$ cat config.mk
export PLATFORM = sky130hd
export DESIGN_NAME = uart_rx_queue
export DESIGN_NICKNAME = d
export VERILOG_FILES = /design/src/rtl/uart_rx_queue_pkg.sv /design/src/rtl/rxq_ctrl.sv /design/src/rtl/rxq_store.sv /design/src/rtl/rxq_thresh.sv /design/src/rtl/uart_rx_queue.sv
export SDC_FILE = /design/constraint.sdc
export NUM_CORES = 1
export LEC_CHECK = 0
export ABC_CLOCK_PERIOD_IN_PS = 4100
export BUFFER_PORTS_ARGS = -buffer_cell sky130_fd_sc_hd__buf_2
export CAP_MARGIN = 5
export CORE_ASPECT_RATIO = 0.75
export CORE_UTILIZATION = 45
export CTS_BUF_LIST = sky130_fd_sc_hd__clkbuf_8 sky130_fd_sc_hd__clkbuf_16
export DETAILED_ROUTE_END_ITERATION = 10
export PLACE_DENSITY = 0.71
export SYNTH_ARGS = -nofsm -noshare
export SYNTH_HDL_FRONTEND = slang
export SYNTH_SLANG_ARGS = --single-unit
$ cat constraint.sdc
create_clock -name clk -period 4.1 [get_ports clk]
set_input_delay 0.82 -clock clk [delete_from_list [all_inputs] [get_ports clk]]
set_output_delay 0.82 -clock clk [all_outputs]
set_load 0.005 [all_outputs]
$ cat src/rtl/uart_rx_queue_pkg.sv
package uart_rx_queue_pkg;

  // One queue entry: flags above the character.
  typedef struct packed {
    logic       brk;
    logic       ferr;
    logic       perr;
    logic [7:0] data;
  } rxq_ent_t;

  // Stored control fields.
  typedef struct packed {
    logic [1:0] lvl;
    logic       dma;
    logic       en;
  } rxq_cfg_t;

  // Occupancy threshold for a level code, as a fraction of the depth.
  function automatic int unsigned lvl_bytes(input logic [1:0] code, input int unsigned depth);
    case (code)
      2'b00:   return 1;
      2'b01:   return depth / 4;
      2'b10:   return depth / 2;
      default: return depth;
    endcase
  endfunction

  // Readback image: pulse and reserved positions read as zero.
  function automatic logic [7:0] cfg_image(input rxq_cfg_t c);
    return {c.lvl, 2'b00, c.dma, 2'b00, c.en};
  endfunction

endpackage

$ cat src/rtl/rxq_ctrl.sv
module rxq_ctrl
  import uart_rx_queue_pkg::*;
(
  input  logic       clk,
  input  logic       rst_n,
  input  logic       wr,
  input  logic [7:0] wdata,
  output rxq_cfg_t   cfg,
  output logic       rx_flush,
  output logic       tx_clr
);
  logic clear_both;
  logic tx_req;
  logic unused_rsvd;

  assign unused_rsvd = ^wdata[5:4];

  // Writing 0 to enable, or switching enable on, clears both queues.
  assign clear_both = ~wdata[0] | ~cfg.en;
  assign rx_flush   = wr & (wdata[1] | clear_both);
  assign tx_req     = wr & (wdata[2] | clear_both);

  always_ff @(posedge clk or negedge rst_n) begin
    if (!rst_n) begin
      cfg    <= '0;
      tx_clr <= 1'b0;
    end else begin
      tx_clr <= tx_req;
      if (wr) begin
        cfg.en  <= wdata[0];
        cfg.dma <= wdata[3];
        cfg.lvl <= wdata[7:6];
      end
    end
  end
endmodule

$ cat src/rtl/rxq_store.sv
module rxq_store
  import uart_rx_queue_pkg::*;
#(
  parameter int unsigned DEPTH = 16,
  localparam int unsigned AW = $clog2(DEPTH),
  localparam int unsigned CW = $clog2(DEPTH + 1)
) (
  input  logic          clk,
  input  logic          rst_n,
  input  logic          flush,
  input  logic          cap_one,
  input  logic          push,
  input  rxq_ent_t      push_ent,
  input  logic          pop,
  output rxq_ent_t      head,
  output logic [CW-1:0] count,
  output logic          drop,
  output logic          ovr
);
  // DEPTH must be a power of two so the pointers wrap naturally.
  rxq_ent_t      mem [DEPTH];
  logic [AW-1:0] wr_ptr, rd_ptr, wa;
  logic          full, pop_ok, take;

  assign full   = cap_one ? (count != '0) : (count == CW'(DEPTH));
  assign pop_ok = pop & (count != '0) & ~flush;
  assign take   = push & (~full | pop_ok | flush);
  assign drop   = push & ~take;
  assign wa     = flush ? '0 : wr_ptr;
  assign head   = mem[rd_ptr];

  always_ff @(posedge clk) begin
    if (take) mem[wa] <= push_ent;
  end

  always_ff @(posedge clk or negedge rst_n) begin
    if (!rst_n) begin
      wr_ptr <= '0;
      rd_ptr <= '0;
      count  <= '0;
      ovr    <= 1'b0;
    end else begin
      ovr <= drop;
      if (flush) begin
        rd_ptr <= '0;
        wr_ptr <= AW'(take);
        count  <= CW'(take);
      end else begin
        wr_ptr <= wr_ptr + AW'(take);
        rd_ptr <= rd_ptr + AW'(pop_ok);
        case ({take, pop_ok})
          2'b10:   count <= count + 1'b1;
          2'b01:   count <= count - 1'b1;
          default: count <= count;
        endcase
      end
    end
  end
endmodule

$ cat src/rtl/rxq_thresh.sv
module rxq_thresh
  import uart_rx_queue_pkg::*;
#(
  parameter int unsigned DEPTH = 16,
  localparam int unsigned CW = $clog2(DEPTH + 1)
) (
  input  rxq_cfg_t      cfg,
  input  logic [CW-1:0] count,
  output logic          trig
);
  logic [CW-1:0] thr;
  assign thr  = cfg.en ? CW'(lvl_bytes(cfg.lvl, DEPTH)) : CW'(1);
  assign trig = (count >= thr);
endmodule

$ cat src/rtl/uart_rx_queue.sv
module uart_rx_queue
  import uart_rx_queue_pkg::*;
#(
  parameter int unsigned DEPTH = 16,
  localparam int unsigned CW = $clog2(DEPTH + 1)
) (
  input  logic          clk,
  input  logic          rst_n,
  input  logic          ctl_wr,
  input  logic [7:0]    ctl_wdata,
  output logic [7:0]    ctl_rdata,
  input  logic          rx_push,
  input  logic [7:0]    rx_data,
  input  logic          rx_perr,
  input  logic          rx_ferr,
  input  logic          rx_brk,
  input  logic          rd_pop,
  output logic [7:0]    rd_data,
  output logic          rd_perr,
  output logic          rd_ferr,
  output logic          rd_brk,
  output logic          empty,
  output logic          trig,
  output logic          ovr,
  output logic [CW-1:0] rx_count,
  output logic          tx_clr
);
  rxq_cfg_t cfg;
  rxq_ent_t in_ent, head;
  logic     rx_flush, drop_evt, fifo_en;

  assign in_ent  = '{brk: rx_brk, ferr: rx_ferr, perr: rx_perr, data: rx_data};
  assign fifo_en = cfg.en;

  rxq_ctrl u_ctrl (
    .clk(clk), .rst_n(rst_n), .wr(ctl_wr), .wdata(ctl_wdata),
    .cfg(cfg), .rx_flush(rx_flush), .tx_clr(tx_clr)
  );

  rxq_store #(.DEPTH(DEPTH)) u_store (
    .clk(clk), .rst_n(rst_n), .flush(rx_flush), .cap_one(~fifo_en),
    .push(rx_push), .push_ent(in_ent), .pop(rd_pop),
    .head(head), .count(rx_count), .drop(drop_evt), .ovr(ovr)
  );

  rxq_thresh #(.DEPTH(DEPTH)) u_thr (
    .cfg(cfg), .count(rx_count), .trig(trig)
  );

  assign ctl_rdata = cfg_image(cfg);
  assign empty     = (rx_count == '0);
  assign rd_data   = head.data;
  assign rd_perr   = head.perr;
  assign rd_ferr   = head.ferr;
  assign rd_brk    = head.brk;
endmodule

# After elaboration in Yosys (flattened, before gate mapping)
# Memory sizes are Yosys's and may differ from the RTL's.
# Cells that the tools add are included.
dict set report word_totals {
  wordCells 49
  n_memories 1
  mem_bits_rw 176
  in_bits 24
  register_bits 19
}
# memory depth word_bits rd rd_clocked_by_memory_dff write_ports line_no
set memory_table {}
lappend memory_table {u_store.mem 16 11 1 0 1 rxq_store.sv:21} ;# rxq_ent_t mem [DEPTH];
dict set report op_classes {
  n_eq_ne 5
  n_lt_le_gt_ge 1
  muxes 10
  addsub 4
  n_bitwise 16
  reduce_logical 4
}
# op count
set ops {}
lappend ops {{$pmux 5 s3} 1}
lappend ops {{$mux 4} 3}
lappend ops {{$mux 5} 2}
lappend ops {{$pmux 5 s2} 1}
lappend ops {{$add 4x1->4} 2}
lappend ops {{$and 1x1->1} 6}
lappend ops {{$add 5x1->5 const B} 1}
lappend ops {{$eq 5x5->1 const B} 1}
lappend ops {{$ge 5x5->1} 1}
lappend ops {{$logic_not 5->1} 1}
lappend ops {{$not 1->1} 5}
lappend ops {{$or 1x1->1} 5}
lappend ops {{$reduce_bool 5->1} 1}
lappend ops {{$sub 5x1->5 const B} 1}
lappend ops {{$eq 2x1->1 const B} 2}
lappend ops {{$eq 2x2->1 const B} 2}
lappend ops {{$mux 1} 3}
lappend ops {{$reduce_bool 3->1} 1}
lappend ops {{$logic_not 2->1} 1}

# Longest topological paths before layout
dict set report logic_depth {
  ltp_word 12
  mapped_depth 11
}

# By module
# From an unflattened synthesis, not the netlist that was laid out.
dict set report unflattened {
  hier_cells 399
  hier_area_um2 7987.7
}
# mod n_inst area_per_inst_um2 cells_per_inst seq_area_each_um2
set modules_own_cells {}
lappend modules_own_cells {rxq_store 1 7636.1 366 5635.4}
lappend modules_own_cells {rxq_ctrl 1 188.9 12 125.1}
lappend modules_own_cells {rxq_thresh 1 113.9 13 0.0}
lappend modules_own_cells {uart_rx_queue 1 48.8 8 0.0}

# Worst setup path after synthesis
# No wires, ideal clock.
dict set report synth_timing {
  kind {reg2reg}
  from {register u_store.count[2]}
  to {memory u_store.mem[12][0] (netlist bit), enable pin}
  slack_ps 887
  arrival_time_ps 2805
  setup_ps 408
  path_stages_with_launch 8
  cell_sequence {dfrtp_1 clkbuf_1 or4_1 buf_2 o211ai_2 nand3_2 buf_6 nor4_1}
}
dict set report synth_via {
  elab_chain_len 8
  word_cells_on_any_way 11
  cone_classes {eq/ne (1); mux (3); bitwise (6); reduce/logical (1)}
}
# element line_no
set synth_rtl {}
lappend synth_rtl {{start: declaration} rxq_store.sv:16} ;# output logic [CW-1:0] count,
lappend synth_rtl {{start signal: assignment} rxq_store.sv:47} ;# count <= CW'(take);
lappend synth_rtl {{start signal: assignment} rxq_store.sv:52} ;# 2'b10: count <= count + 1'b1;
lappend synth_rtl {{start signal: assignment} rxq_store.sv:53} ;# 2'b01: count <= count - 1'b1;
lappend synth_rtl {{$reduce_bool 5->1 or $eq 5x5->1 (tied branches)} {rxq_store.sv:25, rxq_store.sv:26}}
lappend synth_rtl {{$and 1x1->1 or $mux 1 (tied branches)} {rxq_store.sv:26, rxq_store.sv:25}}
lappend synth_rtl {{$and 1x1->1 or $not 1->1 (tied branches)} {rxq_store.sv:26, rxq_store.sv:27}}
lappend synth_rtl {{$or 1x1->1 (*) (2 in a row)} rxq_store.sv:27} ;# assign take = push & (~full | pop_ok | flush);
lappend synth_rtl {{$and 1x1->1 (*)} rxq_store.sv:27}
lappend synth_rtl {{$mux 1 (*)} rxq_store.sv:33} ;# if (take) mem[wa] <= push_ent;
lappend synth_rtl {{$mux 1 (implied by the code) (*)} rxq_store.sv:33}
lappend synth_rtl {{end: declaration} rxq_store.sv:21}
# Mark *: on every way between the ends. The rest lies on a longest branch, timed or not.

# Final worst setup path
dict set report layout_timing {
  from {register u_store.rd_ptr[1]}
  to {output rd_data[4]}
}
dict set report layout_via {
  elab_chain_len 1
}
# element line_no
set layout_rtl {}
lappend layout_rtl {{start: declaration} rxq_store.sv:22} ;# logic [AW-1:0] wr_ptr, rd_ptr, wa;
lappend layout_rtl {{start signal: assignment} rxq_store.sv:50} ;# rd_ptr <= rd_ptr + AW'(pop_ok);
lappend layout_rtl {{$mem_v2 16x11} --}
lappend layout_rtl {{end: declaration} uart_rx_queue.sv:18} ;# output logic [7:0] rd_data,
# Every way passes these cells.

==> results.md <==
* Status: complete, no violations
* Non-filler cells, final at between 700 and 800
* Pwr Total at roughly 4.9 mW
* Worst reg2reg path endpoint: u_store.mem[12][5]
* Critical-path top delay cell: dfrtp_2
* Post-synthesis mux area share at 0.166
* Worst Reg-to-Reg Cells at 5
* Die W at 155 microns
* CP max FO at 24
* Yosys warns at 0
* I/O pins at 52
* Final hold vios at 0
* Largest net degree at the start of global routing at 25
* Leakage power at approximately 3 nW
* Ranking of synthesized cells by area: edfxtp_1, mux4_2, dfrtp_1
* Top_reg_cell synth: edfxtp_1
* Mapped cell area at just under 8000 sq um
* Final Skew at around 0.0054 ns
* Most frequent cell after synthesis: edfxtp_1
* Type of origin of the critical path: flip-flop
* Period minus WS final at 3.33 ns
* Crit-path most repeated cell: mux4_2
* Worst stage delay on the critical path at 0.79 ns
* Initial antenna violation count at 2
* DRC at 0
* Setup crit end kind: primary output
* Fin nets at 490
* Routed Antenna Nets at 0
* Cts hold-fix bufs at 0
* Placed Instance Area at between 8000 and 9000 sq um
* Clk_lat worst skew at 0.42 ns
* Synth cell count leaders: edfxtp_1, mux4_2, dfrtp_1, nor2_1
* Main combinational cell family by area after synthesis: multiplexers
* Clock sinks at between 150 and 200
* Drt total wl at roughly 16000 microns
* Total of max-cap violations at 0
* Area share of the largest cell type after synthesis at 0.666
* Drt wl/cell at between 20 and 25 microns
* Pwr Density at ~530 nW/um^2
* Clock Path Buffers at 2
* DIE HEIGHT at ~120 microns
* DRT Pass-1 Iters at 5
* Rows at between 40 and 50
* Syn Inst Count at between 300 and 400
* Via density at ~5.7
* Ys async rst share at 0.0974
* Routability cong. at between 0.8 and 0.9
* Final setup violation count at 0
* FF-to-FF setup slack at approximately 0.87 ns
* Simple-Gate Fraction of Synth Area at 0.0478
* Clock root buffer: clkbuf_16
* Placed cell count at 674
* HPWL after DPL at around 10000 microns
* Cell taking the most area after synthesis: edfxtp_1
* Area Growth Syn to Fin at 15.6%
* Compound-cell area share of the yosys netlist at 0.0213
* Number of global-route vias before repair at roughly 4000
* GRT Util Overall at 0.191
* Critical path class: reg2out
* Transition time at the pin with the least slew margin at approximately 0.94 ns
* Total Neg Setup Slack at 0 ns
* Crit-path cells: buf_12, mux4_2, mux4_2, buf_2
* VDD IR-drop max at between 0.3 and 0.4 mV
* Layout cells sized above 1 at 0.373
* Worst Path Arrival at 2.51 ns
* Die Footprint at between 15000 and 20000 sq um
* Rel. slew slack at 0.374
* First-pass GRT wire length at about 24000 microns
* Total CTS buffers at 17
* Sequential-to-total area share from yosys stat at 0.726
* Core Area at 17000 sq um
* Cell area after layout at ~9000 sq um
* CTS clock-pin slew for the worst setup and hold paths at roughly 0.06 ns
* Adder-cell share of the synthesized area at 0.0142
* Number of buffers inserted by port buffering at 45
* CTS tree: yes
* Final core utilization at 0.538
* Buf/Inv on CP at 2
* XOR/XNOR Fraction of Synth Area at 0.00552
* Top Family by Delay on Critical Path: multiplexers
* Fmax at about 300 MHz
* Cell variety after synth at 44
* GRT overflow at 0
* Reg2reg start: u_store.count[1]
* Tcrit/Tclk final at 0.813
* CP required at 3.28 ns
* Post-CTS Setup Bufs at 0
* DR vias at between 3000 and 4000
* CP Launch Point: u_store.rd_ptr[1]
* RSZ-0062 raised after global routing: false
* Synth Area per Inst at 20.1 sq um
* Iteration-0 DRC Markers at roughly 480
* Initial Utilization at 0.466
* HP Class: in2async
* Post_cts resized at 0
* H-tree lvl count at 4
* Max-slew violation total from the final report at 0
* #FFs+latches synth at 195
* Post-synth EDFFs at 176
[worst reg2reg max path, cell delays in order, from the launching register on]
cell	delay, ns
dfrtp_1	0.49
or4_1	0.68
o211ai_2	0.31
nand3_2	0.33
nor4_2	0.78
buf_4	0.33
[stage by stage]
| step | hold WS, ns | setup slack [ns] |
|---|---|---|
| global placement | 0.488 | 0.963 |
| global route | 0.358 | 0.666 |
| floorplan | 0.505 | 0.887 |
| finish | 0.337 | 0.768 |
| CTS | 0.333 | 0.709 |
| detailed placement | 0.506 | 0.859 |
[where the power goes]
part	total [mW]	switching [mW]	internal, mW	leakage, nW
combinational	0.868	0.420	0.449	0.906
clock	1.65	0.698	0.953	0.280
sequential	2.33	0.0937	2.24	1.83
total	4.85	1.21	3.64	3.02
[registers in the layout, summed over array words and instances, names as in the netlist]
name and count:
u_store.count 5, u_ctrl.cfg 4, u_ctrl.tx_clr 1, u_store.mem 176
u_store.rd_ptr 4, u_store.ovr 1, u_store.wr_ptr 4
[kinds of logic (layout without fill, tap and decap cells)]
kind of cell | count (synthesis) | after routing
simple gates | 70 | 70
compound gates | 23 | 23
mux | 62 | 62
xor+xnor | 5 | 5
buf+inv | 29 | 101
other cells | 1 | 5
flops | 195 | 195
fa+ha+maj | 9 | 9
[metal layers]
metal	global-route usage	up-vias	wire (microns)
met5	0	-	10
li1	-	1747	-
met2	0.305	136	7890
met3	0.0523	15	1030
met4	0.0497	2	152
met1	0.265	2096	7030
[cell usage in the layout, fill, tap and decap left out, types with 5 or more instances in the layout]
cell and count:
buf_4 22, mux2_2 5, nand2b_1 6, buf_2 45, nand2_1 9, nor2_1 14, nor3_2 8, clkbuf_16 17
dfrtp_1 17, edfxtp_1 176, mux4_2 55, ha_1 9
[area by class of cell]
class / instances / area (sq um)
multi-input combinational: 173 / 2100
clock buffer: 17 / 425
fill: 1332 / 7860
sequential: 195 / 5760
inverter: 2 / 7.51
clock inverter: 14 / 164
antenna: 1 / 2.50
timing repair buffer: 68 / 410
tap: 236 / 295
[worst max path at each step]
stage / cells after the start / endpoint
2_1_floorplan: 7 / u_store.mem[12][0]
3_3_place_gp: 5 / u_store.mem[12][0]
3_5_place_dp: 5 / u_store.mem[12][1]
4_1_cts: 4 / rd_data[7]
5_1_grt: 4 / rd_data[4]
6_report: 4 / rd_data[4]
No activity file was read; power rests on OpenSTA's default activity.
